`src/rtl/rtc_ctrl_gate.sv`:
```
module rtc_ctrl_gate #(
  parameter int DW = 8
) (
  input  logic          clk,
  input  logic          rst_n,
  input  logic          wr_en,
  input  logic [DW-1:0] wr_data,
  output logic [DW-1:0] rd_data,
  input  logic          flag_periodic,
  input  logic          flag_alarm,
  input  logic          flag_update,
  input  logic          sq_src,
  output logic          irq_n,
  output logic          sq_out,
  output logic          upd_inhibit,
  output logic          bin_mode,
  output logic          hr24_mode,
  output logic          dst_en
);
  localparam int B_INH = 7;
  localparam int B_PEN = 6;
  localparam int B_AEN = 5;
  localparam int B_UEN = 4;
  localparam int B_SQE = 3;
  localparam int B_BIN = 2;
  localparam int B_H24 = 1;
  localparam int B_DST = 0;

  logic [DW-1:0] ctrl, nxt;

  always_comb begin
    nxt = wr_data;
    if (wr_data[B_INH] && !ctrl[B_INH]) nxt[B_UEN] = 1'b0;
  end

  always_ff @(posedge clk) begin
    if (!rst_n) begin
      if (wr_en) begin
        ctrl[B_INH] <= wr_data[B_INH];
        ctrl[B_BIN] <= wr_data[B_BIN];
        ctrl[B_H24] <= wr_data[B_H24];
        ctrl[B_DST] <= wr_data[B_DST];
      end
      ctrl[B_PEN] <= 1'b0;
      ctrl[B_AEN] <= 1'b0;
      ctrl[B_UEN] <= 1'b0;
      ctrl[B_SQE] <= 1'b0;
    end else if (wr_en) begin
      ctrl <= nxt;
    end
  end

  assign rd_data     = ctrl;
  assign irq_n       = !((flag_periodic && ctrl[B_PEN]) ||
                         (flag_alarm    && ctrl[B_AEN]) ||
                         (flag_update   && ctrl[B_UEN]));
  assign sq_out      = sq_src && ctrl[B_SQE];
  assign upd_inhibit = ctrl[B_INH];
  assign bin_mode    = ctrl[B_BIN];
  assign hr24_mode   = ctrl[B_H24];
  assign dst_en      = ctrl[B_DST];

  p_rst_clears_r2: assert property (@(posedge clk)
    !rst_n |=> (rd_data[B_PEN:B_SQE] == 4'b0000));
  p_rst_keeps_r2: assert property (@(posedge clk)
    (!rst_n && !wr_en) |=> ($stable(rd_data[B_INH]) && $stable(rd_data[B_BIN:B_DST])));
  p_uen_drop_r4: assert property (@(posedge clk) disable iff (!rst_n)
    $rose(upd_inhibit) |-> !rd_data[B_UEN]);
  p_irq_quiet_r6: assert property (@(posedge clk) disable iff (!rst_n)
    (rd_data[B_PEN:B_UEN] == 3'b000) |-> irq_n);
  p_irq_periodic_r5: assert property (@(posedge clk) disable iff (!rst_n)
    (flag_periodic && rd_data[B_PEN]) |-> !irq_n);
  p_sq_low_r7: assert property (@(posedge clk) disable iff (!rst_n)
    !rd_data[B_SQE] |-> !sq_out);
  p_hold_r9: assert property (@(posedge clk) disable iff (!rst_n)
    (rst_n && !wr_en) |=> $stable(rd_data));
endmodule

```
`config.mk`:
```
export PLATFORM = sky130hd
export DESIGN_NAME = rtc_ctrl_gate
export DESIGN_NICKNAME = d
export VERILOG_FILES = /design/src/rtl/rtc_ctrl_gate.sv
export SDC_FILE = /design/constraint.sdc
export NUM_CORES = 1
export LEC_CHECK = 0
export ABC_AREA = 1
export BUFFER_PORTS_ARGS = -buffer_cell sky130_fd_sc_hd__buf_2
export CELL_PAD_IN_SITES_DETAIL_PLACEMENT = 2
export CELL_PAD_IN_SITES_GLOBAL_PLACEMENT = 2
export CORE_MARGIN = 4
export CORE_UTILIZATION = 19
export DETAILED_ROUTE_END_ITERATION = 12
export PLACE_DENSITY = 0.76
export SYNTH_ARGS = -nofsm -noshare
export SYNTH_HDL_FRONTEND = slang
export SYNTH_SLANG_ARGS = --single-unit
```
`constraint.sdc`:
```
create_clock -name clk -period 1.3 [get_ports clk]
set_clock_uncertainty 0.2 [all_clocks]
set_input_delay 0.13 -clock clk [delete_from_list [all_inputs] [get_ports clk]]
set_output_delay 0.13 -clock clk [all_outputs]
set_load 0.03 [all_outputs]
```
==> impl_metrics.yaml <==
route:
  wl_per_cell_um: 10.5
  via_count: 413
  drtAntennaViolNets: 0
  drtPass1Iterations: 2
  postRouteWirelength_mm: 1.14
  via_per_inst: 3.82
  drtIter0Drc: 1
  drc_errors: 0
setup_path:
  regToRegStartpoint: "rd_data[7]$_DFFE_PP_"
  critPathArrivalTime_ns: 0.94
  cpPeakStageDelay_ns: 0.32
  rr_worst_depth: 4
  cp_cell_sequence: "nand2_1, nand2_1, a21oi_2, buf_6"
  critPathCaptureType: "output pin"
  critPathMostFrequentCell: "nand2_1"
  start_kind: "flop"
  r2r_slack_ns: 0.36
  cp_max_fo: 3
  required_ns: 0.97
  path_class: "reg2out"
  reg2reg_to: "rd_data[4]$_SDFFE_PN0P_"
  slowest_stage: "dfxtp_2"
worst_hold_path:
  hold_path_end: "rd_data[4]$_SDFFE_PN0P_"
  hold_depth: 4
  worst_hold_path_type: "in2reg"
  min_from: "wr_en"
cells_and_area:
  fillers: 218
  regArea_um2: 203
  areaGrowthSynthToFinish_pct: 73.7
  diodes: 0
  nets: 99
  drive_gt1_frac: 0.434
  fin_cells: 108
  largest_reg_flops: 8
  multiInputGateArea_um2: 106
die:
  core_region_area_um2: 1780
  start_util: 0.206
  io_pins: 29
  dieArea_um2: 2700
  rows: 15
  die_h_um: 51.9
  die-width_um: 51.9
clocking:
  htree_levels: 1
  cts_root_buf: "clkbuf_4"
  cts_tree: "built"
  clk_pin_slew_worst_paths_ns: 0.05
  clk_latency_ns: 0.25
  cts.sinks: 8
  numCtsBuffers: 3
  cts_buffer_depth: 2
synthesis:
  yosys_warnings: 0
  synth_cell_types: 8
  synth-seq-area-share: 0.546
  synth.avg_cell_area_um2: 7.97
  syn_area_um2: 367
  syn-num-nets: 61
  yosysTopAreaCellShare: 0.328
  synth.largest_area_cell: "edfxtp_1"
  netlist_instances: 46
  yosys-top-cells-area: "edfxtp_1 (33%), dfxtp_1 (22%), nand2_1 (18%)"
  ys_ff_latch: 8
timing:
  setup-tns-final_ns: 0
  hold_viol_final: 0
  fin_crit_ns: 1.27
  fmax_mhz: 786
  post-route-period-util: 0.978
  final_max_slew_viol_count: 0
  finalSetupViolCount: 0
  slew_headroom: 0.871
  tightest_slew_ns: 0.193
  rsz0062_at_grt: "yes"
global_routing:
  grt_usage: 0.0926
  overflow: 0
  antenna_found_initial: 0
  grt_max_degree: 9
  grt_pass1_vias: 430
  grt_pass1_wl_mm: 1.77
power_and_ir_drop:
  leakage_uw: 0.000359
  p_per_area_nw_per_um2: 1060
  ir_drop_mv: 0.449
outcome:
  status: "completed"
placement:
  hpwl_um: 862
  gp_congestion: 0.706
  portBuffers: 28
  dp_cells: 95
run:
  drv_cap: 0
## area by class of cell
class	count	share of cell area
inverter	9	0.0530
multi-input combinational	25	0.167
sequential	8	0.318
clock buffer	4	0.0413
timing repair buffer	37	0.371
tap	25	0.0491
## cells in the mapped netlist
master and n:
nor2_1 5, nand2_1 18, dfxtp_1 4, inv_1 9
buf_4 4, a21oi_1 1, nor2_4 1, edfxtp_1 4
## placed cells by master, fill, tap and decap left out, drive strengths merged
cell / Yosys / final
nand2: 18 / 18
dlygate4sd3: 0 / 8
a21oi: 1 / 1
dfxtp: 4 / 4
clkbuf: 0 / 5
buf: 4 / 28
inv: 9 / 9
edfxtp: 4 / 4
nor2: 6 / 6
## kinds of logic after synthesis
family | synth area share
buffers and inverters | 0.174
and+or+nand+nor | 0.266
DFF | 0.546
AOI/OAI and AO/OA | 0.0136
## metal layers
metal | global-route usage | up-vias | wire length (um)
li1 | - | 204 | -
met2 | 0.167 | 18 | 635
met4 | 0.0262 | 0 | 0
met3 | 0.0573 | 0 | 114
met5 | 0 | - | 0
met1 | 0.0852 | 191 | 388
## worst max-delay path by stage
stage                     slack, ns  cells after the start  endpoint               startpoint
after global routing          -0.05                      4     irq_n  rd_data[5]$_SDFFE_PN0P_
after floorplan                0.13                      3     irq_n  rd_data[5]$_SDFFE_PN0P_
after detailed placement       0.25                      4     irq_n  rd_data[5]$_SDFFE_PN0P_
after CTS                     0.003                      4     irq_n  rd_data[5]$_SDFFE_PN0P_
final                          0.03                      4     irq_n  rd_data[4]$_SDFFE_PN0P_
after global placement         0.27                      4     irq_n  rd_data[4]$_SDFFE_PN0P_
## where the power goes
| group | total, uW | switching [uW] | internal [uW] |
|---|---|---|---|
| combinational | 181 | 112 | 68.7 |
| clock | 201 | 83.8 | 117 |
| sequential | 296 | 9.98 | 286 |
| total | 677 | 206 | 472 |
## critical path, delay by kind of cell (launching register included)
family / cells / cell delay [ns]
AOI/OAI and AO/OA: 1 / 0.11
buffers and inverters: 1 / 0.14
and+or+nand+nor: 2 / 0.11
DFF: 1 / 0.32
## per-stage QoR
step                      area, um^2  utilization  total power (uW)  setup slack, ns  hold WS (ns)
after floorplan                  370            -               408            0.128        0.0405
after detailed placement         512        0.287               457            0.249         0.133
after CTS                        624        0.350               687          0.00277       0.00418
final                            637        0.357               677           0.0282       0.00234
after global placement           512        0.287               451            0.271         0.123
after global routing             637        0.357               721          -0.0486        0.0146
## repair_timing
item                                   CTS  global route
buffers inserted                         0             1
pin swaps                                0             1
endpoints found under the hold margin   10             0
setup endpoints to repair                1             2
resized for setup                        2             3
hold buffers                             8             0
(Power assumes the default switching activity.)
